--- config.mk ---
export PLATFORM = sky130hd
export DESIGN_NAME = spinand_bridge
export DESIGN_NICKNAME = d
export VERILOG_FILES = /design/src/rtl/spinand_pkg.sv /design/src/rtl/spi_sampler.sv /design/src/rtl/byte_rx.sv /design/src/rtl/strobe_gen.sv /design/src/rtl/frame_ctrl.sv /design/src/rtl/spinand_bridge.sv
export SDC_FILE = /design/constraint.sdc
export NUM_CORES = 1
export LEC_CHECK = 0
export BUFFER_PORTS_ARGS = -buffer_cell sky130_fd_sc_hd__buf_2
export CAP_MARGIN = 20
export CORE_MARGIN = 1.5
export CORE_UTILIZATION = 35
export CTS_CLUSTER_DIAMETER = 50
export CTS_CLUSTER_SIZE = 16
export DETAILED_ROUTE_END_ITERATION = 10
export SKIP_LAST_GASP = 1
export SYNTH_ARGS = -nofsm -noshare
export SYNTH_HDL_FRONTEND = slang
export SYNTH_HIERARCHICAL = 1
export SYNTH_SLANG_ARGS = --single-unit
--- constraint.sdc ---
create_clock -name clk -period 2.54 [get_ports clk]
set_clock_uncertainty 0.2 [all_clocks]
set_input_delay 0.127 -clock clk [delete_from_list [all_inputs] [get_ports clk]]
set_output_delay 0.127 -clock clk [all_outputs]
set_load 0.02 [all_outputs]
--- src/rtl/spinand_pkg.sv ---
package spinand_pkg;

   localparam logic [7:0] OP_NAND_WR  = 8'h08;
   localparam logic [7:0] OP_CFG_LD   = 8'h09;
   localparam logic [7:0] OP_NAND_RD  = 8'h0A;
   localparam logic [7:0] OP_NAND_RDF = 8'h0B;
   localparam logic [7:0] OP_AUX_ON   = 8'h0C;
   localparam logic [7:0] OP_AUX_OFF  = 8'h0D;

   // control register bit positions
   localparam int CB_LED1 = 0;
   localparam int CB_LED3 = 1;
   localparam int CB_LED2 = 2;
   localparam int CB_LED4 = 3;
   localparam int CB_FAN  = 4;
   localparam int CB_ALE  = 5;
   localparam int CB_CLE  = 6;
   localparam int CB_CEN  = 7;

   localparam logic [7:0] CFG_RESET = 8'h80;

   typedef enum logic [2:0] {
      PH_OPCODE,
      PH_WRITE,
      PH_CFG,
      PH_SKIP,
      PH_READ,
      PH_DRAIN
   } phase_t;

endpackage

--- src/rtl/spi_sampler.sv ---
module spi_sampler #(
   parameter int SYNC_STAGES = 2
) (
   input  logic clk,
   input  logic rst_n,
   input  logic sclk,
   input  logic cs_n,
   input  logic io0,
   input  logic io1,
   output logic frame_act,
   output logic sclk_rise,
   output logic sclk_fall,
   output logic d0,
   output logic d1
);
   // vector layout {io1, io0, cs_n, sclk}
   localparam logic [3:0] SYNC_RST = 4'b0010;

   logic [3:0] stage [SYNC_STAGES];
   logic       sclk_d;

   if (SYNC_STAGES < 2) begin : g_chk_sync
      $error("spi_sampler: SYNC_STAGES must be at least 2");
   end

   for (genvar g = 0; g < SYNC_STAGES; g++) begin : g_sync
      if (g == 0) begin : g_first
         always_ff @(posedge clk or negedge rst_n) begin
            if (!rst_n) stage[g] <= SYNC_RST;
            else        stage[g] <= {io1, io0, cs_n, sclk};
         end
      end else begin : g_next
         always_ff @(posedge clk or negedge rst_n) begin
            if (!rst_n) stage[g] <= SYNC_RST;
            else        stage[g] <= stage[g-1];
         end
      end
   end

   always_ff @(posedge clk or negedge rst_n) begin
      if (!rst_n) sclk_d <= 1'b0;
      else        sclk_d <= stage[SYNC_STAGES-1][0];
   end

   assign frame_act = ~stage[SYNC_STAGES-1][1];
   assign sclk_rise = stage[SYNC_STAGES-1][0] & ~sclk_d;
   assign sclk_fall = ~stage[SYNC_STAGES-1][0] & sclk_d;
   assign d0        = stage[SYNC_STAGES-1][2];
   assign d1        = stage[SYNC_STAGES-1][3];

endmodule

--- src/rtl/byte_rx.sv ---
module byte_rx #(
   parameter int W = 8
) (
   input  logic         clk,
   input  logic         rst_n,
   input  logic         frame_act,
   input  logic         sclk_rise,
   input  logic         d0,
   input  logic         d1,
   input  logic         dual,
   output logic         byte_vld,
   output logic [W-1:0] byte_q,
   output logic         mid_byte
);
   localparam int CNT_W = $clog2(W);
   localparam logic [CNT_W-1:0] LAST_ONE = CNT_W'(W - 1);
   localparam logic [CNT_W-1:0] LAST_TWO = CNT_W'(W / 2 - 1);

   if ((W % 2) != 0 || W < 4) begin : g_chk_w
      $error("byte_rx: W must be even and at least 4");
   end

   logic [CNT_W-1:0] cnt;
   logic [W-1:0]     sr;
   logic [W-1:0]     sr_nxt;
   logic             at_last;

   always_comb begin
      if (dual) begin
         sr_nxt  = {sr[W-3:0], d1, d0};
         at_last = (cnt == LAST_TWO);
      end else begin
         sr_nxt  = {sr[W-2:0], d0};
         at_last = (cnt == LAST_ONE);
      end
   end

   always_ff @(posedge clk or negedge rst_n) begin
      if (!rst_n) begin
         cnt      <= '0;
         sr       <= '0;
         byte_vld <= 1'b0;
         byte_q   <= '0;
      end else begin
         byte_vld <= 1'b0;
         if (!frame_act) begin
            cnt <= '0;
            sr  <= '0;
         end else if (sclk_rise) begin
            sr <= sr_nxt;
            if (at_last) begin
               cnt      <= '0;
               byte_vld <= 1'b1;
               byte_q   <= sr_nxt;
            end else begin
               cnt <= cnt + 1'b1;
            end
         end
      end
   end

   assign mid_byte = (cnt != '0);

endmodule

--- src/rtl/strobe_gen.sv ---
module strobe_gen #(
   parameter int PULSE_CLKS = 2
) (
   input  logic clk,
   input  logic rst_n,
   input  logic start,
   output logic strobe_n,
   output logic ending
);
   localparam int PW = (PULSE_CLKS > 2) ? $clog2(PULSE_CLKS) : 1;

   logic [PW-1:0] cnt;

   always_ff @(posedge clk or negedge rst_n) begin
      if (!rst_n) begin
         strobe_n <= 1'b1;
         cnt      <= '0;
      end else if (!strobe_n) begin
         if (cnt == '0) strobe_n <= 1'b1;
         else           cnt      <= cnt - 1'b1;
      end else if (start) begin
         strobe_n <= 1'b0;
         cnt      <= PW'(PULSE_CLKS - 1);
      end
   end

   assign ending = ~strobe_n & (cnt == '0);

endmodule

--- src/rtl/frame_ctrl.sv ---
module frame_ctrl
   import spinand_pkg::*;
#(
   parameter int W         = 8,
   parameter int NORM_SKIP = 1,
   parameter int FAST_SKIP = 4
) (
   input  logic         clk,
   input  logic         rst_n,
   input  logic         frame_act,
   input  logic         byte_vld,
   input  logic [W-1:0] byte_q,
   output logic         dual_mode,
   output logic         dq_oe,
   output logic         wr_start,
   output logic [W-1:0] wr_byte,
   output logic         rd_start,
   output logic [W-1:0] cfg_q,
   output logic         aux_q
);
   localparam int SKIP_MAX = (FAST_SKIP > NORM_SKIP) ? FAST_SKIP : NORM_SKIP;
   localparam int SKIP_W   = $clog2(SKIP_MAX + 1);

   if (NORM_SKIP < 1 || FAST_SKIP < 1) begin : g_chk_skip
      $error("frame_ctrl: idle byte counts must be at least 1");
   end

   phase_t            phase;
   logic [SKIP_W-1:0] skip_left;
   logic [W-1:0]      pend;
   logic              pend_vld;

   always_ff @(posedge clk or negedge rst_n) begin
      if (!rst_n) begin
         phase     <= PH_OPCODE;
         skip_left <= '0;
         pend      <= '0;
         pend_vld  <= 1'b0;
         wr_start  <= 1'b0;
         wr_byte   <= '0;
         rd_start  <= 1'b0;
         cfg_q     <= CFG_RESET;
         aux_q     <= 1'b0;
      end else begin
         wr_start <= 1'b0;
         rd_start <= 1'b0;
         if (!frame_act) begin
            phase     <= PH_OPCODE;
            pend_vld  <= 1'b0;
            skip_left <= '0;
         end else if (byte_vld) begin
            unique case (phase)
               PH_OPCODE: begin
                  if (byte_q == OP_NAND_WR) begin
                     phase <= PH_WRITE;
                  end else if (byte_q == OP_CFG_LD) begin
                     phase <= PH_CFG;
                  end else if (byte_q == OP_NAND_RD) begin
                     phase     <= PH_SKIP;
                     skip_left <= SKIP_W'(NORM_SKIP);
                  end else if (byte_q == OP_NAND_RDF) begin
                     phase     <= PH_SKIP;
                     skip_left <= SKIP_W'(FAST_SKIP);
                  end else if (byte_q == OP_AUX_ON) begin
                     aux_q <= 1'b1;
                     phase <= PH_DRAIN;
                  end else if (byte_q == OP_AUX_OFF) begin
                     aux_q <= 1'b0;
                     phase <= PH_DRAIN;
                  end else begin
                     phase <= PH_DRAIN;
                  end
               end
               PH_WRITE: begin
                  // a byte is committed only once its successor completes
                  if (pend_vld) begin
                     wr_start <= 1'b1;
                     wr_byte  <= pend;
                  end
                  pend     <= byte_q;
                  pend_vld <= 1'b1;
               end
               PH_CFG: begin
                  cfg_q <= byte_q;
                  phase <= PH_DRAIN;
               end
               PH_SKIP: begin
                  if (skip_left == SKIP_W'(1)) begin
                     rd_start <= 1'b1;
                     phase    <= PH_READ;
                  end else begin
                     skip_left <= skip_left - 1'b1;
                  end
               end
               PH_READ:  rd_start <= 1'b1;
               PH_DRAIN: phase    <= PH_DRAIN;
               default:  phase    <= PH_DRAIN;
            endcase
         end
      end
   end

   assign dual_mode = (phase == PH_WRITE);
   assign dq_oe     = (phase == PH_WRITE);

endmodule

--- src/rtl/spinand_bridge.sv ---
module spinand_bridge
   import spinand_pkg::*;
#(
   parameter int SYNC_STAGES = 2,
   parameter int STROBE_CLKS = 2,
   parameter int NORM_SKIP   = 1,
   parameter int FAST_SKIP   = 4
) (
   input  logic       clk,
   input  logic       rst_n,
   input  logic       spi_sclk,
   input  logic       spi_cs_n,
   input  logic       spi_io0,
   input  logic       spi_io1,
   output logic       spi_miso,
   output logic [7:0] nand_dq_out,
   output logic       nand_dq_oe,
   input  logic [7:0] nand_dq_in,
   output logic       nand_we_n,
   output logic       nand_re_n,
   output logic       nand_ale,
   output logic       nand_cle,
   output logic       nand_ce_n,
   output logic       fan_on,
   output logic [4:0] led_q
);
   localparam int W = 8;

   if (STROBE_CLKS < 2) begin : g_chk_strobe
      $error("spinand_bridge: STROBE_CLKS must be at least 2");
   end

   logic         frame_act, sclk_rise, sclk_fall, d0, d1;
   logic         dual_mode, byte_vld, mid_byte;
   logic [W-1:0] byte_q;
   logic         wr_start, rd_start, wr_end, rd_end;
   logic [W-1:0] wr_byte, cfg_q, tx_sr;
   logic         aux_q;

   spi_sampler #(.SYNC_STAGES(SYNC_STAGES)) u_sampler (
      .clk(clk), .rst_n(rst_n), .sclk(spi_sclk), .cs_n(spi_cs_n),
      .io0(spi_io0), .io1(spi_io1), .frame_act(frame_act),
      .sclk_rise(sclk_rise), .sclk_fall(sclk_fall), .d0(d0), .d1(d1)
   );

   byte_rx #(.W(W)) u_rx (
      .clk(clk), .rst_n(rst_n), .frame_act(frame_act), .sclk_rise(sclk_rise),
      .d0(d0), .d1(d1), .dual(dual_mode), .byte_vld(byte_vld),
      .byte_q(byte_q), .mid_byte(mid_byte)
   );

   frame_ctrl #(.W(W), .NORM_SKIP(NORM_SKIP), .FAST_SKIP(FAST_SKIP)) u_ctrl (
      .clk(clk), .rst_n(rst_n), .frame_act(frame_act), .byte_vld(byte_vld),
      .byte_q(byte_q), .dual_mode(dual_mode), .dq_oe(nand_dq_oe),
      .wr_start(wr_start), .wr_byte(wr_byte), .rd_start(rd_start),
      .cfg_q(cfg_q), .aux_q(aux_q)
   );

   strobe_gen #(.PULSE_CLKS(STROBE_CLKS)) u_we (
      .clk(clk), .rst_n(rst_n), .start(wr_start & nand_re_n),
      .strobe_n(nand_we_n), .ending(wr_end)
   );

   strobe_gen #(.PULSE_CLKS(STROBE_CLKS)) u_re (
      .clk(clk), .rst_n(rst_n), .start(rd_start & nand_we_n),
      .strobe_n(nand_re_n), .ending(rd_end)
   );

   // transmit shifter: load on read-enable rising edge, shift after falls
   always_ff @(posedge clk or negedge rst_n) begin
      if (!rst_n)                       tx_sr <= '0;
      else if (!frame_act)              tx_sr <= '0;
      else if (rd_end)                  tx_sr <= nand_dq_in;
      else if (sclk_fall && mid_byte)   tx_sr <= {tx_sr[W-2:0], 1'b0};
   end

   logic unused_wr_end;
   assign unused_wr_end = wr_end;

   assign spi_miso    = tx_sr[W-1];
   assign nand_dq_out = wr_byte;
   assign nand_ale    = cfg_q[CB_ALE];
   assign nand_cle    = cfg_q[CB_CLE];
   assign nand_ce_n   = cfg_q[CB_CEN];
   assign fan_on      = cfg_q[CB_FAN];
   assign led_q       = {aux_q, cfg_q[CB_LED4], cfg_q[CB_LED3],
                         cfg_q[CB_LED2], cfg_q[CB_LED1]};

endmodule

==> results.sh, run 1 <==
export IMPL_cts_buffers=9
export IMPL_worst_pin_slew_ns=0.902
export IMPL_dieArea_um2=10200
export IMPL_clkTransAtPathRegs_ns=0.08
export IMPL_hold_class="reg -> reg"
export IMPL_final_util_pct=43.5
export IMPL_drtAntennaViolNets=0
export IMPL_drt_iter0_markers=61
export IMPL_fin_crit_sh_pct=88.4
export IMPL_cts_resized_gates=0
export IMPL_die_h_um=101
export IMPL_cts_buffer_depth=2
export IMPL_tritoncts="yes"
export IMPL_coreArea_um2=9240
export IMPL_arrival_ns=2.27
export IMPL_worst_setup_path_type="reg -> reg"
export IMPL_num_vias=2083
export IMPL_tns_ns=0
export IMPL_numPortBuffers=34
export IMPL_path_max_fanout=8
export IMPL_endpoint_kind="flop"
export IMPL_placed_area_um2=3650
export IMPL_grt_pass1_wl_mm=10.7
export IMPL_grt_pass1_vias=2177
export IMPL_ys_warn_count=6
export IMPL_synth_nets=272
export IMPL_syn_cell_area_um2=3350
export IMPL_cp_required_ns=2.57
export IMPL_setup_viol=0
export IMPL_row_count=35
export IMPL_leakagePower_nw=1.99
export IMPL_cts_root_buffer="clkbuf_8"
export IMPL_finish_instance_area_um2=4020
export IMPL_via_per_inst=4.72
export IMPL_min_period_ns=2.25
export IMPL_die_w_um=101
export IMPL_ir_worst_vdd_mv=0.213
export IMPL_grt_use_total_pct=14.0
export IMPL_area_growth_pct=20.0
export IMPL_hold_buffers=13
export IMPL_slew_headroom_pct=39.9
export IMPL_drv_cap=0
export IMPL_clkLatencyLatePin_ns=0.35
export IMPL_nets=325
export IMPL_io_pins=35
export IMPL_wirelength_mm=6.23
export IMPL_fin_hold_ws_ns=0.151
export IMPL_grt_max_degree=75
export IMPL_synth_area_per_cell_um2=13.2
export IMPL_rsz0062_at_grt="false"
export IMPL_grt_overflow_total=0
export IMPL_drive_above_1_share_pct=36.5
export IMPL_power_density_nw_per_um2=586
export IMPL_drc=0
export IMPL_fmaxAchievable_mhz=445
export IMPL_num_antenna_cells=0
export IMPL_cts_max_level=3
export IMPL_antenna_found_initial=0
export IMPL_post_cts_buffers=0
export IMPL_hpwlAfterDp_mm=4.21
export IMPL_start_util_pct=36.2
export IMPL_slew_viol_final=0
export IMPL_finalHoldViolCount=0
export IMPL_clock_sinks=74
export IMPL_first_pass_iters=4
export IMPL_startpoint_type="flop"
export IMPL_routedWlPerCell_um=14.1
export IMPL_gp_congestion=0.855
export IMPL_outcome="completed"
export IMPL_syn_inst=254
## area by class of cell
| class | instances | area [um^2] |
|---|---|---|
| clock inverters | 4 | 72.6 |
| repair buffers | 53 | 348 |
| fillers | 872 | 5220 |
| well taps | 129 | 161 |
| flip-flops and latches | 74 | 1860 |
| inverters | 10 | 37.5 |
| multi-input cells | 159 | 1370 |
| clock buffers | 12 | 165 |
## worst paths after layout
| check | from | to | slack (ns) | cells past startpoint |
|---|---|---|---|---|
| worst max-delay path | u_ctrl/phase[1]$_DFFE_PN0P_ | u_ctrl/skip_left[2]$_DFFE_PN0P_ | 0.29 | 4 |
| worst min-delay path | u_sampler/stage[6]$_DFF_PN0_ | u_sampler/d0$_DFF_PN0_ | 0.15 | 0 |
| worst max register to register | u_ctrl/phase[1]$_DFFE_PN0P_ | u_ctrl/skip_left[2]$_DFFE_PN0P_ | 0.29 | 4 |
| worst min register to register | u_sampler/stage[6]$_DFF_PN0_ | u_sampler/d0$_DFF_PN0_ | 0.15 | 0 |
| max in group asynchronous | rst_n | u_rx/byte_q[4]$_DFFE_PN0P_ | 1.31 | 2 |
| min in group asynchronous | rst_n | u_sampler/stage[4]$_DFF_PN0_ | 0.25 | 2 |
## placed cells by master (no fill, tap or decap), types with 2 or more instances in the layout
master	instances
o31ai_1	3
inv_1	9
dlygate4sd3_1	13
nor2b_1	9
and2_1	3
bufinv_16	2
o211a_1	4
nor2_1	15
mux2_4	5
nor4_1	4
or4_4	2
buf_4	7
mux2_2	36
nand2b_1	3
buf_2	33
dfrtp_1	69
mux2i_1	19
nand3_1	4
clkbuf_8	12
dfstp_2	5
ha_1	4
o21a_1	3
a21oi_1	3
o211ai_1	2
nand2_1	10
o21ai_0	7
nand4_1	2
## layer usage
layer,up-vias,part of all wire [%],GRT usage [%]
met3,8,3.1,3.81
met1,1039,47,17.8
met4,0,1.8,7.80
met2,29,48,21.6
met5,-,0,0
li1,1007,-,-
## worst max-delay path, stage by stage (launching register included)
cell,delay (ns)
dfrtp_1,0.45
or4b_1,0.64
or4_4,0.58
a22oi_1,0.15
o21ai_0,0.10
## through the flow
stage | instances | total power [mW] | setup slack (ns)
finish | 441 | 2.35 | 0.295
global route | 441 | 2.46 | 0.134
CTS | 441 | 2.40 | 0.333
detailed placement | 412 | 1.30 | 0.322
global placement | 412 | 1.30 | 0.362
floorplan | 254 | 1.26 | 0.400
## registers in the layout (all words and copies together), names as in the netlist, 3 cells and up
signal and flops:
tx_sr 8, u_ctrl/cfg_q 8, u_ctrl/pend 8, u_ctrl/wr_byte 8
u_rx/byte_q 8, u_rx/sr 7, u_sampler/stage 6, u_ctrl/phase 3
u_ctrl/skip_left 3, u_rx/cnt 3
## where the power goes
group | switching, mW | internal [mW]
clock | 0.425 | 0.632
combinational | 0.0545 | 0.0408
sequential | 0.00733 | 1.19
total | 0.487 | 1.86
Power figures use the tool's default switching activity.
==> run 2: changes to the inputs <==
Settings changed: CTS_BUF_LIST from default to sky130_fd_sc_hd__clkbuf_2.
==> run 2 against run 1 <==
Utilization down 0.85 points. Final area down 2.0%. Flip-flop and latch count unchanged. Highest routed layer unchanged. Non-clock buffer count up 3. Clock power down 33%. Register-to-register slack about the same. Clock-buffer cell count down 3. Sequential share of layout area up 0.93 points. Final cell count up 0.68%. Worst setup slack better by 0.0019 ns. Combinational power up 3.0%. Die area unchanged. Largest power group unchanged.
==> results.sh, run 2 (synthesis results as in run 1) <==
export IMPL_outcome="completed"
export IMPL_power_frac_seq_pct=59.7
export IMPL_cp_depth=4
export IMPL_arrival_ns=2.50
export IMPL_use_met1_pct=17.8
export IMPL_nets=328
export IMPL_drtAntennaViolNets=0
export IMPL_drt_iter0_markers=72
export IMPL_final_common_cell="dfrtp_1"
export IMPL_via_per_inst=4.82
export IMPL_hpwlAfterDp_mm=4.21
export IMPL_cts_buffer_depth=2
export IMPL_grt_overflow_total=0
export IMPL_drive_above_1_share_pct=35.2
export IMPL_reg2reg_depth=4
export IMPL_fmaxAchievable_mhz=446
export IMPL_tns_ns=0
export IMPL_clock_sinks=74
export IMPL_pre_cts_ws_ns=0.322
export IMPL_use_met3_pct=3.95
export IMPL_comb_power_share_pct=4.9
export IMPL_num_vias=2138
export IMPL_endpoint_kind="flop"
export IMPL_routedWlPerCell_um=14.0
export IMPL_clkLatencyLatePin_ns=0.51
export IMPL_clockPowerShare_pct=35.5
export IMPL_numPortBuffers=34
export IMPL_grt_pass1_vias=2161
export IMPL_switchingPower_uw=462
export IMPL_power_density_nw_per_um2=512
export IMPL_fin_cells=444
export IMPL_antenna_found_initial=0
export IMPL_tritoncts="yes"
export IMPL_drc=0
export IMPL_final_util_pct=42.6
export IMPL_dp_cells=412
export IMPL_gp_congestion=0.855
export IMPL_internal_power_mw=1.55
export IMPL_io_pins=35
export IMPL_layout_setup_ws_ns=0.297
export IMPL_critPathSlowestCell="or4b_1"
export IMPL_path_cells="or4b_1 -> nor4_1 -> o21ai_0 -> a21oi_1"
export IMPL_cts_resized_gates=0
export IMPL_whs_path_depth=2
export IMPL_rrSetupSlack_ns=0.30
export IMPL_slew_headroom_pct=39.7
export IMPL_p_sw_share_pct=22.9
export IMPL_num_antenna_cells=0
export IMPL_grt_busiest_layer="met2"
export IMPL_finish_instance_area_um2=3940
export IMPL_rsz0062_at_grt="false"
export IMPL_startpoint_type="flop"
export IMPL_fin_crit_sh_pct=88.3
export IMPL_cpLargestDelayFamily="simple AND/OR/NAND/NOR gates"
export IMPL_min_period_ns=2.24
export IMPL_clkTransAtPathRegs_ns=0.20
export IMPL_area_growth_pct=17.6
export IMPL_wirelength_mm=6.23
export IMPL_cpPeakStageDelay_ns=0.64
export IMPL_cp_num_buf_inv=0
export IMPL_cts_max_level=3
export IMPL_leakagePower_nw=1.96
export IMPL_setup_viol=0
export IMPL_met2_usage_pct=20.7
export IMPL_grt_max_degree=75
export IMPL_die_h_um=101
export IMPL_finalHoldViolCount=0
export IMPL_path_max_fanout=8
export IMPL_hold_class="in -> reg"
export IMPL_cts_root_buffer="clkbuf_2"
export IMPL_start_util_pct=36.2
export IMPL_layout_common_cells="69 x dfrtp_1, 36 x mux2_2, 33 x buf_2"
export IMPL_worst_pin_slew_ns=0.904
export IMPL_worst_setup_path_type="reg -> reg"
export IMPL_placed_area_um2=3650
export IMPL_grt_use_total_pct=13.6
export IMPL_slew_viol_final=0
export IMPL_dieArea_um2=10200
export IMPL_grt_pass1_wl_mm=10.5
export IMPL_drv_cap=0
export IMPL_cp_required_ns=2.80
export IMPL_coreArea_um2=9240
export IMPL_cts_buffers=9
export IMPL_ir_worst_vdd_mv=0.267
export IMPL_die_w_um=101
export IMPL_first_pass_iters=4
export IMPL_row_count=35
[run 2: cell count changes in the layout (fill, tap and decap cells not counted)]
cell and change:
dlygate4sd3_1 +3, clkbuf_2 +9, clkbuf_8 -12, clkinv_1 +3
[run 2: worst paths after layout]
path	to	startpoint
max in group asynchronous	u_rx/byte_q[6]$_DFFE_PN0P_	rst_n
min in group asynchronous	u_rx/byte_q[2]$_DFFE_PN0P_	rst_n
max	u_ctrl/skip_left[1]$_DFFE_PN0P_	u_ctrl/phase[1]$_DFFE_PN0P_
min	u_sampler/stage[7]$_DFF_PN0_	spi_io1
min reg2reg	u_sampler/stage[1]$_DFF_PN1_	u_sampler/stage[5]$_DFF_PN1_
max reg2reg	u_ctrl/skip_left[1]$_DFFE_PN0P_	u_ctrl/phase[1]$_DFFE_PN0P_
[run 2: final cells by class]
class | count | area, um^2
well taps | 129 | 161
clock inverters | 7 | 83.8
flip-flops and latches | 74 | 1860
multi-input cells | 159 | 1370
clock buffers | 9 | 45.0
inverters | 10 | 37.5
repair buffers | 56 | 378
fillers | 892 | 5300
[run 2: stage by stage]
stage | total power [mW] | hold slack [ns]
finish | 2.01 | 0.0676
global route | 2.12 | 0.0221
CTS | 2.05 | 0.00438
detailed placement | 1.30 | 0.0331
global placement | 1.30 | 0.0349
floorplan | 1.26 | -0.369
[run 2: per-layer routing]
| metal | vias up | routed length [um] |
|---|---|---|
| met1 | 1064 | 2890 |
| met4 | 0 | 100 |
| li1 | 1019 | - |
| met2 | 45 | 2990 |
| met5 | - | 0 |
| met3 | 10 | 250 |
[run 2: timing repair]
item,4_1_cts,5_1_grt
buffers inserted,0,0
hold endpoints to repair,86,2
hold buffers,14,2
[run 2: power groups by stage]
stage          sequential, mW  clock (mW)  combinational (mW)
5_1_grt                  1.20       0.807               0.111
3_5_place_dp             1.22           0              0.0825
4_1_cts                  1.20       0.749              0.0989
2_1_floorplan            1.22           0              0.0393
6_report                 1.20       0.715              0.0981
3_3_place_gp             1.22           0              0.0813
[run 2: worst reg2reg max path: stages (launching register included)]
cell	delay [ns]
dfrtp_1	0.49
or4b_1	0.64
nor4_1	0.53
o21ai_0	0.18
a21oi_1	0.17
